===== config.mk =====
export PLATFORM = sky130hd
export DESIGN_NAME = xlate_unit
export DESIGN_NICKNAME = d
export VERILOG_FILES = /design/src/rtl/xlate_pkg.sv /design/src/rtl/xlate_cam.sv /design/src/rtl/xlate_victim.sv /design/src/rtl/xlate_ctrl.sv /design/src/rtl/xlate_unit.sv
export SDC_FILE = /design/constraint.sdc
export NUM_CORES = 1
export LEC_CHECK = 0
export BUFFER_PORTS_ARGS = -buffer_cell sky130_fd_sc_hd__buf_2
export CELL_PAD_IN_SITES_DETAIL_PLACEMENT = 0
export CELL_PAD_IN_SITES_GLOBAL_PLACEMENT = 1
export CORE_UTILIZATION = 44
export CTS_BUF_LIST = sky130_fd_sc_hd__clkbuf_4 sky130_fd_sc_hd__clkbuf_8 sky130_fd_sc_hd__clkbuf_16
export DETAILED_ROUTE_END_ITERATION = 6
export GPL_TIMING_DRIVEN = 0
export PLACE_DENSITY_LB_ADDON = 0.15
export SLEW_MARGIN = 20
export SYNTH_ARGS = -nofsm -noshare
export SYNTH_HDL_FRONTEND = slang
export SYNTH_SLANG_ARGS = --single-unit

===== constraint.sdc =====
create_clock -name clk -period 2.6 [get_ports clk]
set_input_delay 0.13 -clock clk [delete_from_list [all_inputs] [get_ports clk]]
set_output_delay 0.13 -clock clk [all_outputs]
set_load 0.05 [all_outputs]

===== src/rtl/xlate_pkg.sv =====
package xlate_pkg;
  typedef enum logic [1:0] {
    XS_IDLE = 2'd0,
    XS_WALK = 2'd1,
    XS_RESP = 2'd2
  } xstate_t;
endpackage


===== src/rtl/xlate_cam.sv =====
// Associative page/frame buffer: parallel compare on the page tag.
module xlate_cam #(
  parameter int ENTRIES = 4,
  parameter int PAGE_W  = 8,
  parameter int FRAME_W = 8,
  parameter int IDX_W   = 2
) (
  input  logic               clk,
  input  logic               rst_n,
  input  logic               flush,
  input  logic               fill_en,
  input  logic [IDX_W-1:0]   fill_idx,
  input  logic [PAGE_W-1:0]  fill_page,
  input  logic [FRAME_W-1:0] fill_frame,
  input  logic [PAGE_W-1:0]  look_page,
  output logic               look_hit,
  output logic [FRAME_W-1:0] look_frame,
  output logic [ENTRIES-1:0] vld_vec
);

  logic [ENTRIES-1:0] match_vec;
  logic [FRAME_W-1:0] frame_arr [ENTRIES];

  for (genvar g = 0; g < ENTRIES; g++) begin : g_ent
    logic               v_q, v_d;
    logic [PAGE_W-1:0]  tag_q;
    logic [FRAME_W-1:0] frm_q;
    logic               wr_en;

    assign wr_en = fill_en && (fill_idx == IDX_W'(g));

    always_comb begin
      v_d = v_q;
      if (flush)      v_d = 1'b0;
      else if (wr_en) v_d = 1'b1;
    end

    always_ff @(posedge clk or negedge rst_n) begin
      if (!rst_n) v_q <= 1'b0;
      else        v_q <= v_d;
    end

    always_ff @(posedge clk) begin
      if (wr_en) begin
        tag_q <= fill_page;
        frm_q <= fill_frame;
      end
    end

    assign match_vec[g] = v_q && (tag_q == look_page);
    assign vld_vec[g]   = v_q;
    assign frame_arr[g] = frm_q;
  end

  always_comb begin
    look_frame = '0;
    for (int i = 0; i < ENTRIES; i++) begin
      if (match_vec[i]) look_frame = look_frame | frame_arr[i];
    end
  end

  assign look_hit = |match_vec;

endmodule


===== src/rtl/xlate_victim.sv =====
// Chooses the fill slot: lowest empty entry, else round-robin pointer.
module xlate_victim #(
  parameter int ENTRIES = 4,
  parameter int IDX_W   = 2
) (
  input  logic               clk,
  input  logic               rst_n,
  input  logic [ENTRIES-1:0] vld_vec,
  input  logic               take,
  output logic [IDX_W-1:0]   slot
);

  logic [IDX_W-1:0] rr_q, rr_d;
  logic [IDX_W-1:0] free_idx;
  logic             all_full;

  assign all_full = &vld_vec;

  always_comb begin
    free_idx = '0;
    for (int i = ENTRIES - 1; i >= 0; i--) begin
      if (!vld_vec[i]) free_idx = IDX_W'(i);
    end
  end

  assign slot = all_full ? rr_q : free_idx;

  always_comb begin
    rr_d = rr_q;
    if (take && all_full) begin
      if (rr_q == IDX_W'(ENTRIES - 1)) rr_d = '0;
      else                             rr_d = rr_q + 1'b1;
    end
  end

  always_ff @(posedge clk or negedge rst_n) begin
    if (!rst_n) rr_q <= '0;
    else        rr_q <= rr_d;
  end

endmodule


===== src/rtl/xlate_ctrl.sv =====
// Request sequencing, table registers and table-read port.
module xlate_ctrl
  import xlate_pkg::*;
#(
  parameter int PAGE_W  = 8,
  parameter int OFF_W   = 8,
  parameter int FRAME_W = 8,
  parameter int MADDR_W = 16,
  parameter int MDATA_W = 16
) (
  input  logic               clk,
  input  logic               rst_n,
  input  logic               cfg_we,
  input  logic [MADDR_W-1:0] cfg_base,
  input  logic [PAGE_W:0]    cfg_len,
  input  logic               req_valid,
  input  logic [PAGE_W-1:0]  req_page,
  input  logic [OFF_W-1:0]   req_off,
  input  logic               cam_hit,
  input  logic [FRAME_W-1:0] cam_frame,
  input  logic               mem_ack,
  input  logic [MDATA_W-1:0] mem_rdata,
  output logic               fill_en,
  output logic [PAGE_W-1:0]  fill_page,
  output logic [FRAME_W-1:0] fill_frame,
  output logic               mem_req,
  output logic [MADDR_W-1:0] mem_addr,
  output logic               done,
  output logic [FRAME_W+OFF_W-1:0] paddr,
  output logic               hit,
  output logic               fault,
  output logic               badpage
);

  xstate_t            st_q, st_d;
  logic [PAGE_W-1:0]  page_q, page_d;
  logic [OFF_W-1:0]   off_q, off_d;
  logic [FRAME_W-1:0] frm_q, frm_d;
  logic [MADDR_W-1:0] base_q, base_d;
  logic [PAGE_W:0]    len_q, len_d;
  logic               hit_q, hit_d, flt_q, flt_d, bad_q, bad_d;
  logic               ent_present;
  logic               unused_rdata_bits;

  assign ent_present       = mem_rdata[MDATA_W-1];
  assign unused_rdata_bits = ^mem_rdata[MDATA_W-2:FRAME_W];

  always_comb begin
    st_d    = st_q;
    page_d  = page_q;
    off_d   = off_q;
    frm_d   = frm_q;
    hit_d   = hit_q;
    flt_d   = flt_q;
    bad_d   = bad_q;
    fill_en = 1'b0;
    base_d  = cfg_we ? cfg_base : base_q;
    len_d   = cfg_we ? cfg_len  : len_q;
    unique case (st_q)
      XS_IDLE: begin
        if (req_valid) begin
          page_d = req_page;
          off_d  = req_off;
          frm_d  = '0;
          hit_d  = 1'b0;
          flt_d  = 1'b0;
          bad_d  = 1'b0;
          if ({1'b0, req_page} >= len_q) begin
            bad_d = 1'b1;
            st_d  = XS_RESP;
          end else if (cam_hit) begin
            hit_d = 1'b1;
            frm_d = cam_frame;
            st_d  = XS_RESP;
          end else begin
            st_d  = XS_WALK;
          end
        end
      end
      XS_WALK: begin
        if (mem_ack) begin
          st_d = XS_RESP;
          if (ent_present) begin
            frm_d   = mem_rdata[FRAME_W-1:0];
            fill_en = 1'b1;
          end else begin
            flt_d = 1'b1;
          end
        end
      end
      XS_RESP: st_d = XS_IDLE;
      default: st_d = XS_IDLE;
    endcase
  end

  always_ff @(posedge clk or negedge rst_n) begin
    if (!rst_n) begin
      st_q   <= XS_IDLE;
      page_q <= '0;
      off_q  <= '0;
      frm_q  <= '0;
      base_q <= '0;
      len_q  <= '0;
      hit_q  <= 1'b0;
      flt_q  <= 1'b0;
      bad_q  <= 1'b0;
    end else begin
      st_q   <= st_d;
      page_q <= page_d;
      off_q  <= off_d;
      frm_q  <= frm_d;
      base_q <= base_d;
      len_q  <= len_d;
      hit_q  <= hit_d;
      flt_q  <= flt_d;
      bad_q  <= bad_d;
    end
  end

  assign fill_page  = page_q;
  assign fill_frame = mem_rdata[FRAME_W-1:0];
  assign mem_req    = (st_q == XS_WALK);
  assign mem_addr   = base_q + MADDR_W'(page_q);
  assign done       = (st_q == XS_RESP);
  assign paddr      = {frm_q, off_q};
  assign hit        = done && hit_q;
  assign fault      = done && flt_q;
  assign badpage    = done && bad_q;

endmodule


===== src/rtl/xlate_unit.sv =====
module xlate_unit #(
  parameter int VA_W    = 16,
  parameter int OFF_W   = 8,
  parameter int FRAME_W = 8,
  parameter int ENTRIES = 4,
  parameter int MADDR_W = 16,
  parameter int MDATA_W = 16,
  localparam int PAGE_W = VA_W - OFF_W,
  localparam int PA_W   = FRAME_W + OFF_W,
  localparam int IDX_W  = (ENTRIES > 1) ? $clog2(ENTRIES) : 1
) (
  input  logic               clk,
  input  logic               rst_n,
  input  logic               cfg_we,
  input  logic [MADDR_W-1:0] cfg_base,
  input  logic [PAGE_W:0]    cfg_len,
  input  logic               req_valid,
  input  logic [VA_W-1:0]    req_vaddr,
  output logic               xl_done,
  output logic [PA_W-1:0]    xl_paddr,
  output logic               xl_hit,
  output logic               xl_fault,
  output logic               xl_badpage,
  output logic               mem_req,
  output logic [MADDR_W-1:0] mem_addr,
  input  logic               mem_ack,
  input  logic [MDATA_W-1:0] mem_rdata
);

  logic [PAGE_W-1:0]  va_page;
  logic [OFF_W-1:0]   va_off;
  logic               cam_hit;
  logic [FRAME_W-1:0] cam_frame;
  logic [ENTRIES-1:0] vld_vec;
  logic               fill_en;
  logic [IDX_W-1:0]   fill_idx;
  logic [PAGE_W-1:0]  fill_page;
  logic [FRAME_W-1:0] fill_frame;

  assign va_page = req_vaddr[VA_W-1:OFF_W];
  assign va_off  = req_vaddr[OFF_W-1:0];

  xlate_cam #(
    .ENTRIES(ENTRIES), .PAGE_W(PAGE_W), .FRAME_W(FRAME_W), .IDX_W(IDX_W)
  ) u_cam (
    .clk(clk), .rst_n(rst_n), .flush(cfg_we),
    .fill_en(fill_en), .fill_idx(fill_idx),
    .fill_page(fill_page), .fill_frame(fill_frame),
    .look_page(va_page), .look_hit(cam_hit), .look_frame(cam_frame),
    .vld_vec(vld_vec)
  );

  xlate_victim #(
    .ENTRIES(ENTRIES), .IDX_W(IDX_W)
  ) u_victim (
    .clk(clk), .rst_n(rst_n), .vld_vec(vld_vec), .take(fill_en),
    .slot(fill_idx)
  );

  xlate_ctrl #(
    .PAGE_W(PAGE_W), .OFF_W(OFF_W), .FRAME_W(FRAME_W),
    .MADDR_W(MADDR_W), .MDATA_W(MDATA_W)
  ) u_ctrl (
    .clk(clk), .rst_n(rst_n),
    .cfg_we(cfg_we), .cfg_base(cfg_base), .cfg_len(cfg_len),
    .req_valid(req_valid), .req_page(va_page), .req_off(va_off),
    .cam_hit(cam_hit), .cam_frame(cam_frame),
    .mem_ack(mem_ack), .mem_rdata(mem_rdata),
    .fill_en(fill_en), .fill_page(fill_page), .fill_frame(fill_frame),
    .mem_req(mem_req), .mem_addr(mem_addr),
    .done(xl_done), .paddr(xl_paddr),
    .hit(xl_hit), .fault(xl_fault), .badpage(xl_badpage)
  );

endmodule


==> results by group <==
Synthesis
  – Synth Flop Type: edfxtp_1
  – Synth Area in Simple Gates: 0.130
  – Syn_area_per_cell: 11.8 sq um
  – Adder-Cell Fraction of Synth Area: 0.0410
  – Area share of the largest cell type after synthesis: 0.338
  – Cells after Synth: 483
  – Flops & latches, synth: 124
  – Area leader, netlist: edfxtp_1
  – Post-Synth XOR/XNOR Area: 0.0632
  – Most common cell in the synthesized netlist: nand2_1
  – Synth Area in Compound Gates: 0.0976
  – Main combinational cell family by area after synthesis: simple AND/OR/NAND/NOR gates
  – Syn Std Cell Area: 5680 sq um
  – Number of synthesized flops with an enable pin: 64
  – Unique masters post-synth: 44
  – Syn_nets: 563
  – Register area share after synthesis: 0.603
  – Yosys Warn Count: 0
  – Ys async rst share: 0.484
  – Synth top area cells: edfxtp_1 (34%), dfrtp_1 (26%), xnor2_1 (6.2%), nand2_1 (6.1%), ha_1 (3.7%)
  – Most frequent cells after synthesis: nand2_1 (92), edfxtp_1 (64), dfrtp_1 (60)
  – Multiplexer area fraction after synthesis: 0.0337

STA
  – Post-route setup slack: -359 ps
  – Final period utilization: 1.14
  – Hold Violations, Final: 0
  – Slew headroom: 0.480
  – Clk_skew: 5.70 ps
  – Final setup violating endpoints: 4
  – Minimum clock period: 2960 ps
  – Slew Limit Fails: 0
  – Slew @ Worst Pin: 776 ps
  – RSZ-0062 raised after global routing: true
  – F_max: 338 MHz

Layout
  – Final Instance Area: 7790 sq um
  – N_diodes: 0
  – Layout area overhead: 37.1%
  – Fin cells: 838
  – Multi-input gate area: 2250 sq um
  – FF/Latch Area: 3420 sq um
  – Share of layout cells above drive strength 1: 0.305
  – Final net count: 733
  – # fillers: 1,053

Pwr
  – P_int: 4.98 mW
  – NetSw: 3.14 mW
  – Peak supply drop: 1.06 mV
  – Pwr Density: 1040 nW/um^2
  – Pleak: 3.32 nW
  – Flop pwr share: 0.327
  – Switching share of power: 0.386
  – Clock power frac: 0.282
  – Design Power: 8.12 mW
  – Logic pwr share: 0.391

Global route
  – Met3 usage: 0.0397
  – Total grt overflow: 0
  – First-pass GRT wire length: 20,900 um
  – Pin count of the biggest net entering global routing: 50
  – Grt met2 use: 0.358
  – Total GRT Usage: 0.213
  – Gr busiest metal: met2
  – Initial antenna violation count: 0
  – Vias in the first global route: 4,125
  – Met1 usage: 0.269

Floorplan
  – Initial Util: 0.450
  – Row count: 41
  – Core Area: 12,600 sq um
  – DIE HEIGHT: 116 um
  – Die area: 13,400 sq um
  – Chip width: 116 um
  – IO Count: 99

Placement
  – Placed insts: 749
  – Placed inst area: 6470 sq um
  – # port buffers: 89
  – GPL Wtd Cong: 0.809
  – Post-DP HPWL: 9030 um

Detailed routing
  – Iteration-0 DRC Markers: 151
  – WL/cell: 15.7 um
  – DR pass1 iterations: 4
  – Vias: 4,113
  – Post-DRT Antenna Nets: 0
  – Via-to-Cell Ratio: 4.91
  – Routed WL: 13,100 um
  – Residual DRC count: 0

Clocking
  – CTS buffer count: 17
  – Reg clk slew, reported paths: 50 ps
  – H-tree depth: 4
  – Root Driver: clkbuf_16
  – Worst skew pair latency: 410 ps
  – CTS tree: built
  – Clock Path Buffers: 2
  – TritonCTS Sinks: 124

Setup path
  – CP max-delay cell: a2111oi_4
  – Delay-heaviest family, CP: compound AO/OA/AOI/OAI gates
  – Worst path depth: 10
  – CP arrival: 2830 ps
  – Worst setup EP type: primary output
  – CP Launch Type: flip-flop
  – Setup CP Type: reg -> out
  – Register-to-Register Path Depth: 8
  – Buffer and inverter count on the worst path: 2
  – Crit-path cells: ha_2 > inv_2 > fa_2 > nor2b_1 > o21a_1 > o21ai_4 > a2111oi_4 > nand4_1 > xnor2_4 > buf_6
  – Max FO, Critical Path: 3
  – Worst path max stage delay: 390 ps
  – Worst EP required: 2470 ps

Min path
  – HP Class: in -> reg
  – Hold Crit Depth: 4

Outcome
  – Failing checks: setup timing
  – Outcome: complete, but fails checks

Job
  – Max-Cap Viols: 0
[cell families after synthesis]
group                      Yosys count
AOI/OAI and AO/OA                   83
muxes                               17
adders and majority gates           18
and+or+nand+nor                    162
buffers and inverters               38
DFF                                124
xor gates and xnor gates            41
[routing by layer]
layer / share of wire / vias to the layer above
li1: - / 2043
met1: 0.45 / 1987
met2: 0.51 / 69
met3: 0.027 / 14
met4: 0.016 / 0
met5: 0 / -
[final timing paths]
path / start / to / slack, ps
min in group asynchronous: rst_n / u_ctrl.frm_q[1] / 120
setup / recovery: u_ctrl.fill_page[0] / mem_addr[12] / -360
hold reg to reg: u_ctrl.hit_q / u_ctrl.hit_q / 470
hold / removal: mem_rdata[15] / u_ctrl.flt_q / 80
max in group asynchronous: rst_n / u_ctrl.fill_page[2] / 1950
setup reg to reg: u_ctrl.len_q[6] / u_ctrl.frm_q[6] / 290
[power groups by stage]
stage | clock network (mW) | registers (mW) | logic, mW
2_1_floorplan | 0 | 3.06 | 1.64
3_3_place_gp | 0 | 2.68 | 2.65
3_5_place_dp | 0 | 2.69 | 2.69
4_1_cts | 2.33 | 2.65 | 3.06
5_1_grt | 2.42 | 2.69 | 3.40
6_report | 2.29 | 2.65 | 3.18
[layout make-up]
cell class | instances | area share
repair buffers | 152 | 0.147
plain buffers | 18 | 0.0140
inverters | 19 | 0.00915
flip-flops and latches | 124 | 0.440
well taps | 172 | 0.0276
clock inverters | 9 | 0.0122
clock buffers | 23 | 0.0620
multi-input cells | 321 | 0.289
[through the flow]
step / setup WS, ps / hold slack [ps] / TNS, ps / util
after detailed placement: -396 / 7.60 / -881 / 0.513
after global placement: -424 / 320 / -9590 / 0.505
after global routing: -495 / 107 / -1740 / 0.617
after floorplan: 18.4 / -166 / 0 / -
final: -359 / 84.9 / -923 / 0.617
after CTS: -399 / 65.6 / -1090 / 0.610
[registers in the layout, summed over array words and instances (netlist names), 2 cells and up]
register,flops
u_cam.g_ent.frm_q,32
u_cam.g_ent.tag_q,32
u_ctrl.base_q,16
u_ctrl.len_q,9
u_ctrl.fill_page,8
u_ctrl.frm_q,8
u_ctrl.off_q,8
u_cam.g_ent.v_q,4
u_ctrl.st_q,2
u_victim.rr_q,2
[worst min-delay path, stage by stage]
cell     delay (ps)
buf_2           100
nor3b_1          40
o21ai_0         130
nand2_1          50
[what timing repair did]
item | 4_1_cts | 5_1_grt
gates cloned | 0 | 0
resized for setup | 35 | 11
buffers inserted | 10 | 7
hold buffers | 43 | 0
pin swaps | 11 | 10
hold endpoints to repair | 127 | 0
endpoints found under the setup margin | 10 | 10
[cell usage in the layout (no fill, tap or decap), types with 4 or more instances in the layout]
cell	instances
clkbuf_4	4
clkinv_2	4
a21o_1	12
dfrtp_1	59
edfxtp_1	64
ha_1	13
clkbuf_16	17
dlygate4sd3_1	43
nor3_1	4
nor2_1	22
nand4_1	6
nand2_1	90
mux2_2	17
buf_2	79
buf_8	4
o21ai_0	18
buf_6	13
inv_1	18
nor2_2	4
clkbuf_1	9
a21oi_1	14
nand3_1	8
a22oi_1	16
xnor2_1	37
buf_4	21
Note: power is estimated with default switching activity, not from simulation.
